$ cat src/rtl/bcd_wdog_pkg.sv
package bcd_wdog_pkg;

    localparam int BYTE_W = 8;

    typedef enum logic [1:0] {
        ST_OFF  = 2'd0,
        ST_LOAD = 2'd1,
        ST_RUN  = 2'd2
    } wd_state_e;

    // One BCD digit pair decremented by one; 00 wraps to 99.
    function automatic logic [7:0] bcd_pair_dec(input logic [7:0] v);
        logic [7:0] r;
        if (v[3:0] != 4'd0)      r = {v[7:4], v[3:0] - 4'd1};
        else if (v[7:4] != 4'd0) r = {v[7:4] - 4'd1, 4'd9};
        else                     r = 8'h99;
        return r;
    endfunction

endpackage

$ cat src/rtl/bcd_wdog_regs.sv
module bcd_wdog_regs
    import bcd_wdog_pkg::*;
#(
    parameter int ADDR_W   = 2,
    parameter int HUN_ADDR = 0,
    parameter int SEC_ADDR = 1
) (
    input  logic                  clk,
    input  logic                  rst_n,
    input  logic [ADDR_W-1:0]     addr,
    input  logic                  rd_en,
    input  logic                  wr_en,
    input  logic [BYTE_W-1:0]     wr_data,
    output logic [BYTE_W-1:0]     rd_data,
    output logic                  access,
    output logic [2*BYTE_W-1:0]   timeout
);
    localparam int NREG = 2;

    logic [BYTE_W-1:0] reg_q [NREG];
    logic [NREG-1:0]   hit;

    for (genvar g = 0; g < NREG; g++) begin : g_reg
        localparam int REG_ADDR = (g == 0) ? HUN_ADDR : SEC_ADDR;
        assign hit[g] = (addr == ADDR_W'(REG_ADDR));

        always_ff @(posedge clk) begin
            if (!rst_n)              reg_q[g] <= '0;
            else if (wr_en && hit[g]) reg_q[g] <= wr_data;
        end

        assign timeout[g*BYTE_W +: BYTE_W] = reg_q[g];
    end

    always_comb begin
        rd_data = '0;
        for (int i = 0; i < NREG; i++) begin
            if (rd_en && hit[i]) rd_data = reg_q[i];
        end
    end

    assign access = (rd_en || wr_en) && (|hit);

endmodule

$ cat src/rtl/bcd_wdog_dncnt.sv
module bcd_wdog_dncnt
    import bcd_wdog_pkg::*;
#(
    parameter int PAIRS = 2
) (
    input  logic                      clk,
    input  logic                      rst_n,
    input  logic                      load,
    input  logic [PAIRS*BYTE_W-1:0]   load_val,
    input  logic                      dec,
    output logic [PAIRS*BYTE_W-1:0]   cnt
);
    localparam int W = PAIRS * BYTE_W;

    logic [W-1:0]     cnt_q;
    logic [W-1:0]     cnt_dec;
    logic [PAIRS-1:0] bor;

    assign bor[0] = 1'b1;

    for (genvar g = 0; g < PAIRS; g++) begin : g_pair
        logic [BYTE_W-1:0] cur;
        assign cur = cnt_q[g*BYTE_W +: BYTE_W];
        assign cnt_dec[g*BYTE_W +: BYTE_W] = bor[g] ? bcd_pair_dec(cur) : cur;
        if (g < PAIRS - 1) begin : g_bor
            assign bor[g+1] = bor[g] && (cur == '0);
        end
    end

    always_ff @(posedge clk) begin
        if (!rst_n)    cnt_q <= '0;
        else if (load) cnt_q <= load_val;
        else if (dec)  cnt_q <= cnt_dec;
    end

    assign cnt = cnt_q;

endmodule

$ cat src/rtl/bcd_wdog_ctrl.sv
module bcd_wdog_ctrl
    import bcd_wdog_pkg::*;
(
    input  logic clk,
    input  logic rst_n,
    input  logic access,
    input  logic tick,
    input  logic timeout_zero,
    input  logic cnt_is_one,
    output logic load,
    output logic dec,
    output logic wd_flag,
    output logic wd_irq
);
    wd_state_e state_q, state_d;
    logic      fire;

    always_comb begin
        state_d = state_q;
        unique case (state_q)
            ST_OFF:  state_d = ST_OFF;
            ST_LOAD: state_d = timeout_zero ? ST_OFF : ST_RUN;
            ST_RUN:  state_d = ST_RUN;
            default: state_d = ST_OFF;
        endcase
        if (access) state_d = ST_LOAD;
    end

    always_ff @(posedge clk) begin
        if (!rst_n) state_q <= ST_OFF;
        else        state_q <= state_d;
    end

    assign fire = (state_q == ST_RUN) && tick && cnt_is_one && !access;
    assign dec  = (state_q == ST_RUN) && tick && !cnt_is_one && !access;
    assign load = (state_q == ST_LOAD) || fire;

    always_ff @(posedge clk) begin
        if (!rst_n) begin
            wd_flag <= 1'b0;
            wd_irq  <= 1'b0;
        end else begin
            wd_irq <= fire;
            if (access)    wd_flag <= 1'b0;
            else if (fire) wd_flag <= 1'b1;
        end
    end

endmodule

$ cat src/rtl/bcd_wdog.sv
module bcd_wdog
    import bcd_wdog_pkg::*;
#(
    parameter int ADDR_W   = 2,
    parameter int HUN_ADDR = 0,
    parameter int SEC_ADDR = 1
) (
    input  logic              clk,
    input  logic              rst_n,
    input  logic [ADDR_W-1:0] addr,
    input  logic              rd_en,
    input  logic              wr_en,
    input  logic [7:0]        wr_data,
    output logic [7:0]        rd_data,
    input  logic              tick_100hz,
    output logic              wd_flag,
    output logic              wd_irq
);
    localparam int PAIRS = 2;
    localparam int TW    = PAIRS * BYTE_W;

    logic          access;
    logic [TW-1:0] timeout;
    logic [TW-1:0] cnt;
    logic          load, dec;
    logic [7:0]    hun_q, sec_q;

    bcd_wdog_regs #(
        .ADDR_W  (ADDR_W),
        .HUN_ADDR(HUN_ADDR),
        .SEC_ADDR(SEC_ADDR)
    ) u_regs (
        .clk    (clk),
        .rst_n  (rst_n),
        .addr   (addr),
        .rd_en  (rd_en),
        .wr_en  (wr_en),
        .wr_data(wr_data),
        .rd_data(rd_data),
        .access (access),
        .timeout(timeout)
    );

    assign hun_q = timeout[7:0];
    assign sec_q = timeout[15:8];

    bcd_wdog_dncnt #(.PAIRS(PAIRS)) u_cnt (
        .clk     (clk),
        .rst_n   (rst_n),
        .load    (load),
        .load_val(timeout),
        .dec     (dec),
        .cnt     (cnt)
    );

    bcd_wdog_ctrl u_ctrl (
        .clk         (clk),
        .rst_n       (rst_n),
        .access      (access),
        .tick        (tick_100hz),
        .timeout_zero(timeout == '0),
        .cnt_is_one  (cnt == TW'(1)),
        .load        (load),
        .dec         (dec),
        .wd_flag     (wd_flag),
        .wd_irq      (wd_irq)
    );

endmodule

$ cat config.mk
export PLATFORM = sky130hd
export DESIGN_NAME = bcd_wdog
export DESIGN_NICKNAME = d
export VERILOG_FILES = /design/src/rtl/bcd_wdog_pkg.sv /design/src/rtl/bcd_wdog_regs.sv /design/src/rtl/bcd_wdog_dncnt.sv /design/src/rtl/bcd_wdog_ctrl.sv /design/src/rtl/bcd_wdog.sv
export SDC_FILE = /design/constraint.sdc
export NUM_CORES = 1
export LEC_CHECK = 0
export BUFFER_PORTS_ARGS = -buffer_cell sky130_fd_sc_hd__buf_2
export CORE_ASPECT_RATIO = 1.4
export CORE_MARGIN = 2
export CORE_UTILIZATION = 37
export CTS_CLUSTER_SIZE = 25
export DETAILED_ROUTE_END_ITERATION = 8
export SLEW_MARGIN = 10
export SYNTH_ARGS = -nofsm -noshare
export SYNTH_HDL_FRONTEND = slang
export SYNTH_SLANG_ARGS = --single-unit
$ cat constraint.sdc
create_clock -name clk -period 2.4 [get_ports clk]
set_clock_uncertainty 0.05 [all_clocks]
set_input_delay 0 -clock clk [delete_from_list [all_inputs] [get_ports clk]]
set_output_delay 0 -clock clk [all_outputs]
set_load 0.01 [all_outputs]
# After elaboration in Yosys (flattened, before gate mapping)
# Memory sizes are Yosys's and may differ from the RTL's.
# Cells that the tools add are included.
[word_totals]
memories = 1
out_inout_bits = 10
register_bits = 20
inputBits = 15
ram_bits = 16
[memory_table]
columns = ["name", "words", "word_bits", "read_ports", "rd_clocked_by_memory_dff", "write_ports", "line", "source"]
rows = [
  ["u_regs.reg_q", 2, 8, 2, 0, 2, "bcd_wdog_regs.sv:20", "logic [BYTE_W-1:0] reg_q [NREG];"],
]
[classes]
n_reduce_logical = 28
n_addsub = 4
n_mux = 21
bitwise = 3
n_eq_ne = 6
[ops]
columns = ["op", "n"]
rows = [
  ["$mux 8", 9],
  ["$mux 16", 2],
  ["$eq 16x1->1 const B", 1],
  ["$logic_not 16->1", 1],
  ["$reduce_bool 4->1", 4],
  ["$sub 4x1->4 const B", 4],
  ["$logic_and 1x1->1", 10],
  ["$logic_not 8->1", 1],
  ["$mux 1", 8],
  ["$eq 2x1->1 const B", 2],
  ["$ne 2x2->1 const B", 2],
  ["$pmux 2 s2", 1],
  ["$reduce_and 2->1", 2],
  ["$reduce_bool 2->1", 2],
  ["$reduce_or 2->1", 2],
  ["$reduce_and 3->1", 1],
  ["$eq 2x2->1 const B", 1],
  ["$logic_not 1->1", 2],
  ["$logic_not 2->1", 1],
  ["$logic_or 1x1->1", 2],
  ["$mux 2", 1],
  ["$or 1x1->1", 2],
  ["$not 1->1", 1],
]

# Depth between registers and ports, before layout
# Gate-level depths: netlist (run 1).
[depth]
ltp_word = 8
ltp_mapped = 8
depth_no_buf = 7

# Cells and area by module
# A second synthesis (run 1) with hierarchy kept.
[hier_totals]
hier_cells = 220
hier_area_um2 = 1995.7
[by_module_without_submodules]
columns = ["module", "area_each_um2", "n_inst", "cells_each", "seq_area_each_um2"]
rows = [
  ["bcd_wdog_dncnt", 963.4, 1, 120, 320.3],
  ["bcd_wdog_regs", 773.2, 1, 70, 480.5],
  ["bcd_wdog_ctrl", 188.9, 1, 20, 80.1],
  ["bcd_wdog", 70.1, 1, 10, 0.0],
]

# Worst setup path after synthesis (run 1)
# No wires, ideal clock.
[synth_path]
path_kind = "register to register"
from = "register u_cnt.cnt_q[4] (netlist: u_cnt.cnt[4])"
to = "register u_cnt.cnt_q[6] (netlist: u_cnt.cnt[6])"
n_path_buf = 0
slack_ns = 0.596
setup_ns = 0.117
path_stages_with_launch = 8
arrival_ns = 1.637
path_cell_list = "dfxtp_1 inv_1 ha_1 nor3b_2 and4_4 a21o_4 a32o_1 a32o_1"
[synth_via]
elab_chain_cells = 6
[synth_rtl]
columns = ["element", "line", "source"]
rows = [
  ["start: declaration", "bcd_wdog_dncnt.sv:15", "logic [W-1:0] cnt_q;"],
  ["start signal: assignment", "bcd_wdog_dncnt.sv:32", "else if (load) cnt_q <= load_val;"],
  ["start signal: assignment", "bcd_wdog_dncnt.sv:33", "else if (dec) cnt_q <= cnt_dec;"],
  ["parallel branches: the longest is 6 deep, another holds $sub 4x1->4", "n/a", ""],
]
# Parallel ways; which one is timed is not known. The select of a mux whose other input is x is not followed.
# A chain may end at the register's enable or synchronous reset.

# Worst setup path in the final report (run 1)
# Same ends and word-level chain as after synthesis.

==> metrics.md, run 1 <==
| Metric | Value |
|---|---|
| Status | `completed` |
| Power Density | `between 500 and 600 nW/um^2` |
| Post-CTS setup buffer count | `0` |
| Die area | `6400 sq um` |
| Antenna violations before repair | `0` |
| Die H | `about 94 um` |
| Worst Hold Path EP | `u_ctrl.state_q[0]` |
| Critical Path Stages | `7` |
| Max Freq | `roughly 480 MHz` |
| Fin nets | `about 270` |
| Row count | `32` |
| Post_cts resized | `0` |
| Clk slew on worst S/H paths | `approximately 0.080 ns` |
| Initial DRC Count | `36` |
| Layout filler cell count | `about 560` |
| Max-slew violation count | `0` |
| Setup crit start kind | `flop` |
| Worst skew pair latency | `~0.29 ns` |
| Worst R2R End | `u_cnt.cnt[6]` |
| Syn_nets | `~240` |
| Vias in the first global route | `~1,800` |
| Critical Path RT | `between 2 and 3 ns` |
| Total Neg Setup Slack | `0 ns` |
| Total track usage | `a little under a fifth` |
| Max-Cap Viols | `0` |
| Drt first pass iters | `4` |
| Root buffer cell | `clkbuf_8` |
| Post-synthesis compound-gate area fraction | `between 10% and 20%` |
| Cell variety after synth | `57` |
| Period utilization | `87.7%` |
| Most used DFF post-synth | `dfxtp_1` |
| Largest net degree at the start of global routing | `18` |
| Simple-gate share of the synthesized area | `26.1%` |
| Commonest cells after routing, fill and taps aside | `nor2_1 (28), buf_2 (24), dfxtp_1 (20)` |
| Avg Synthesized Cell Area | `roughly 9.9 sq um` |
| Asr flop ratio synth | `0%` |
| Worst r2r src | `u_cnt.cnt[4]` |
| Worst Path Buf+Inv | `1` |
| Final critical-path required period | `around 2.1 ns` |
| CP cell instances | `inv_1, ha_1, nor3b_2, nand4_1, o21ai_2, o31ai_1, a32o_1` |
| Adder-Cell Fraction of Synth Area | `under 10%` |
| Synth warn | `0` |
| Placed insts | `302` |
| Grt ovf | `0` |
| First-pass GRT wire length | `around 8800 um` |
| Worst slew pin tran | `about 0.65 ns` |
| Number of flops mapped to enable cells by yosys | `16` |
| FF-to-FF path depth | `7` |
| Remaining DRCs | `0` |
| Total CTS buffers | `5` |
| Worst hold slack | `approximately 0.037 ns` |
| Number of diodes | `0` |
| Setup violators final | `0` |
| GP Congestion | `0.900` |
| CP peak stage delay | `between 0.3 and 0.4 ns` |
| Max-slew headroom | `between 50 and 60%` |
| Leakage Power | `0.915 nW` |
| Hold Path Class | `in -> reg` |
| Drt total wl | `roughly 5300 um` |
| Worst hold path depth | `3` |
| Post-Synthesis Cells | `215` |
| Xor/xnor cell area share of the yosys netlist | `less than 1%` |
| Most common cell after layout, fill and taps aside | `nor2_1` |
| Avg Vias per Cell | `approximately 5.6` |
| R2R setup slack | `approximately 0.30 ns` |
| Crit. End Element | `flop` |
| Hold_buf cts | `8` |
| Proportion of synthesized area in mux cells | `approximately 4.7%` |
| Longest Clk Path Bufs | `2` |
| Peak supply drop | `approximately 350 uV` |
| Share of cells above drive strength 1 | `about a fifth` |
| Critical Path Start | `u_cnt.cnt[4]` |
| Port-buffer cells | `24` |
| Post-route ant nets | `0` |
| Worst Path Max Fanout | `6` |
| DR vias | `approximately 1,800` |
| TritonCTS clock tree | `yes` |
| Final hold vios | `0` |
| Crit path DAT | `2.24 ns` |
| Largest family of logic cells by synthesized area | `simple AND/OR/NAND/NOR gates` |
| Die Width | `roughly 70 um` |
| HPWL after detailed placement | `just over 4000 um` |
| Fin cells | `roughly 320` |
| Number of synthesized register bits | `36` |
| Synthesized area | `2140 sq um` |
| RSZ-0062 raised after global routing | `false` |
| Sequential share of the synthesized area | `~41%` |
| Critical-path top delay cell | `dfxtp_1` |
| CP top delay family | `compound AO/OA/AOI/OAI gates` |
| Sink Count | `36` |
| Area of the core | `about 5500 sq um` |
| Hold_sp | `rd_en` |
| # IOs | `25` |
| Crit Path Class | `reg -> reg` |
| Initial Util | `roughly two fifths` |
| H-tree levels | `2` |
| WL per Instance | `between 15 and 20 um` |
| Area growth, synth to finish | `14.5%` |
cells in the mapped netlist, types with 2 or more instances:
master	instances	area share [%]
nor2_1	28	4.9
dfxtp_1	20	19
and2_1	17	5.0
edfxtp_1	16	22
a21oi_1	10	2.3
mux2i_1	10	4.7
nand2_1	10	1.8
inv_1	8	1.4
nand2b_1	7	2.1
nor3_1	7	1.6
o21ai_0	6	1.4
ha_1	5	2.9
nor4_1	5	1.5
a211oi_1	3	1.1
a31oi_1	3	0.88
a32o_1	3	1.4
buf_6	3	1.6
clkbuf_8	3	1.9
nand3_1	3	0.70
nand4_1	3	0.88
nand4b_1	3	1.2
and2_4	2	0.82
clkbuf_1	2	0.35
nor4_4	2	2.0
o2111a_1	2	1.1
o211ai_1	2	0.70
o21bai_1	2	0.70
worst register-to-register path, delay by kind of cell, from the launching register on:
| kind | cells | cell delay (ns) |
|---|---|---|
| adders and majority gates | 1 | 0.17 |
| AOI/OAI and AO/OA | 3 | 0.68 |
| buffers and inverters | 1 | 0.13 |
| DFF | 1 | 0.35 |
| and+or+nand+nor | 2 | 0.62 |
registers in the layout, indices dropped and copies added, names as in the netlist:
name and flops:
u_regs.reg_q 16, u_ctrl.wd_flag 1, u_cnt.cnt 16, u_ctrl.wd_irq 1, u_ctrl.state_q 2
through the flow:
step           area (sq um)  power (mW)  setup WS [ns]  utilization [%]
2_1_floorplan          2140       0.915          0.596                -
3_3_place_gp           2280       0.984          0.397             41.3
3_5_place_dp           2280       0.988          0.344             41.3
4_1_cts                2440        1.41          0.327             44.2
5_1_grt                2440        1.47          0.142             44.2
6_report               2440        1.40          0.296             44.2
how the worst max path moves through the flow:
stage | end | slack, ns
after floorplan | u_cnt.cnt[6] | 0.60
final | u_cnt.cnt[6] | 0.30
after CTS | u_cnt.cnt[6] | 0.33
after global placement | u_cnt.cnt[14] | 0.40
after detailed placement | u_cnt.cnt[14] | 0.34
after global routing | u_cnt.cnt[6] | 0.14
per-layer routing:
metal	GRT usage [%]	up-vias	share of wire (%)
li1	-	869	-
met1	19.8	841	40
met2	33.0	46	54
met3	3.48	12	3.3
met4	10.0	0	2.8
met5	0	-	0
where the power goes:
part           internal (mW)  switching [mW]
Clock                  0.198           0.220
Sequential             0.681          0.0515
Combinational          0.112           0.142
cell type report:
| class | instances | area (sq um) | area share [%] |
|---|---|---|---|
| timing repair buffer | 36 | 230 | 9.42 |
| multi-input combinational | 162 | 1140 | 46.6 |
| tap | 68 | 85.1 | 3.48 |
| clock inverter | 2 | 7.51 | 0.307 |
| sequential | 36 | 881 | 36.0 |
| inverter | 8 | 30.0 | 1.23 |
| clock buffer | 6 | 72.6 | 2.97 |
logic make-up after synthesis:
kind of cell	after synthesis
flops	36
compound gates	51
mux	10
fa+ha+maj	5
buf+inv	17
xor+xnor	1
simple gates	95
Power figures use the tool's default switching activity.
==> run 2, diff against run 1 <==
==> constraint.sdc (replaced) <==
create_clock -name clk -period 2.4 [get_ports clk]
set_clock_uncertainty 0.05 [all_clocks]
set_input_delay 0.24 -clock clk [delete_from_list [all_inputs] [get_ports clk]]
set_output_delay 0.24 -clock clk [all_outputs]
set_load 0.01 [all_outputs]
==> run 2 against run 1 <==
Utilization is 1.3 points lower. Via count is 2.2% lower. Sequential power hardly changed. Sequential share of layout area is 1.1 points higher. Worst hold slack better by 0.15 ns. Critical path depth stayed put. Critical path type unchanged. Largest cell class unchanged. Largest power group unchanged.
==> metrics.md, run 2 (synthesized netlist as in run 1, its figures left out) <==
| Metric | Value |
|---|---|
| Max-slew violation count | `0` |
| Leakage Power | `approximately 0.9 nW` |
| Area of the core | `around 5500 sq um` |
| Worst hold slack | `around 0.18 ns` |
| Hold Path Class | `in -> reg` |
| TritonCTS clock tree | `yes` |
| M3 GR Usage | `~3.4%` |
| Initial DRC Count | `50` |
| Total Neg Setup Slack | `0 ns` |
| Clk slew on worst S/H paths | `about 0.07 ns` |
| Final hold vios | `0` |
| Area growth, synth to finish | `11.1%` |
| Antenna violations before repair | `0` |
| FF-to-FF path depth | `7` |
| Share of cells above drive strength 1 | `between 20% and 30%` |
| RSZ-0062 raised after global routing | `false` |
| Critical-path top delay cell | `dfxtp_1` |
| Port-buffer cells | `24` |
| Root buffer cell | `clkbuf_8` |
| WL per Instance | `approximately 17 um` |
| Post-route ant nets | `0` |
| Row count | `32` |
| Tot Pwr | `around 1.4 mW` |
| Remaining DRCs | `0` |
| Grt ovf | `0` |
| Layout filler cell count | `roughly 560` |
| Final critical-path required period | `~2.1 ns` |
| Initial Util | `38.7%` |
| DR vias | `1,729` |
| GP Congestion | `~0.9` |
| Worst skew pair latency | `~0.29 ns` |
| Worst Path Max Fanout | `6` |
| Crit. End Element | `flop` |
| Drt total wl | `roughly 5100 um` |
| Power Density | `~580 nW/um^2` |
| Total track usage | `about 18%` |
| CP peak stage delay | `between 0.3 and 0.4 ns` |
| Longest Clk Path Bufs | `2` |
| Worst Path Buf+Inv | `1` |
| HPWL after detailed placement | `~3900 um` |
| CP cell instances | `inv_1, ha_1, nor3b_2, nand4_1, o21ai_2, o31ai_1, a32o_1` |
| Post_cts resized | `0` |
| Total CTS buffers | `5` |
| Worst slew pin tran | `between 0.6 and 0.7 ns` |
| Commonest cells after routing, fill and taps aside | `nor2_1 (28), buf_2 (24), dfxtp_1 (20)` |
| Die H | `roughly 94 um` |
| Critical Path RT | `2.53 ns` |
| # IOs | `25` |
| Largest net degree at the start of global routing | `17` |
| Drt first pass iters | `4` |
| Place WS | `around 0.36 ns` |
| Max-Cap Viols | `0` |
| Die area | `6400 sq um` |
| Number of diodes | `0` |
| Max-slew headroom | `about three fifths` |
| Vias in the first global route | `around 1,700` |
| CP top delay family | `compound AO/OA/AOI/OAI gates` |
| First-pass GRT wire length | `around 8300 um` |
| Die Width | `68.2 um` |
| Met2 Use GR | `approximately a third` |
| Hold_buf cts | `0` |
| Max Freq | `482 MHz` |
| Most common cell after layout, fill and taps aside | `nor2_1` |
| H-tree levels | `2` |
| Worst setup margin | `between 0.3 and 0.4 ns` |
| Crit Path Class | `reg -> reg` |
| Avg Vias per Cell | `5.56` |
| Period utilization | `roughly 86%` |
| Sink Count | `36` |
| Post-CTS setup buffer count | `0` |
| Worst hold path depth | `2` |
| Setup violators final | `0` |
| Critical Path Stages | `7` |
| Crit path DAT | `between 2 and 2.5 ns` |
| GR peak layer | `met2` |
| Peak supply drop | `roughly 360 uV` |
| Status | `completed` |
| Fin nets | `262` |
| Met1 Usage GRT | `a little under a fifth` |
| Setup crit start kind | `flop` |
==> run 2: cell count changes in the layout (fill, tap and decap cells not counted) <==
cell	previous run	this run
dlygate4sd3_1	8	0
buf_4	4	5
==> run 2: metal layers <==
layer  wire, um  part of all wire [%]
met2       2730                    53
met3        182                   3.5
met1       2100                    41
met4        123                   2.4
met5          0                     0
==> run 2: cell type report <==
class / instances / area, sq um / area share [%]
clock buffers: 6 / 72.6 / 3.06
clock inverters: 2 / 7.51 / 0.316
inverters: 8 / 30.0 / 1.27
multi-input cells: 162 / 1140 / 48.0
flip-flops and latches: 36 / 881 / 37.1
well taps: 68 / 85.1 / 3.59
repair buffers: 29 / 158 / 6.65
==> run 2: through the flow <==
| stage | cell area, sq um | cells | util, % |
|---|---|---|---|
| finish | 2370 | 311 | 42.9 |
| global route | 2370 | 311 | 42.9 |
| CTS | 2370 | 311 | 42.9 |
| detailed placement | 2290 | 303 | 41.5 |
| global placement | 2290 | 303 | 41.5 |
| floorplan | 2140 | 215 | - |
==> run 2: path summary, 6_finish.rpt <==
path | startpoint | endpoint | slack (ns)
setup / recovery | u_cnt.cnt[4] | u_cnt.cnt[6] | 0.33
hold / removal | wr_data[2] | u_regs.reg_q[1][2] | 0.18
setup reg to reg | u_cnt.cnt[4] | u_cnt.cnt[6] | 0.33
hold reg to reg | u_ctrl.wd_flag | u_ctrl.wd_flag | 0.42
==> run 2: power breakdown <==
group / internal [mW] / total (mW) / switching, mW
clock network: 0.198 / 0.409 / 0.211
registers: 0.681 / 0.732 / 0.0511
logic: 0.105 / 0.242 / 0.137
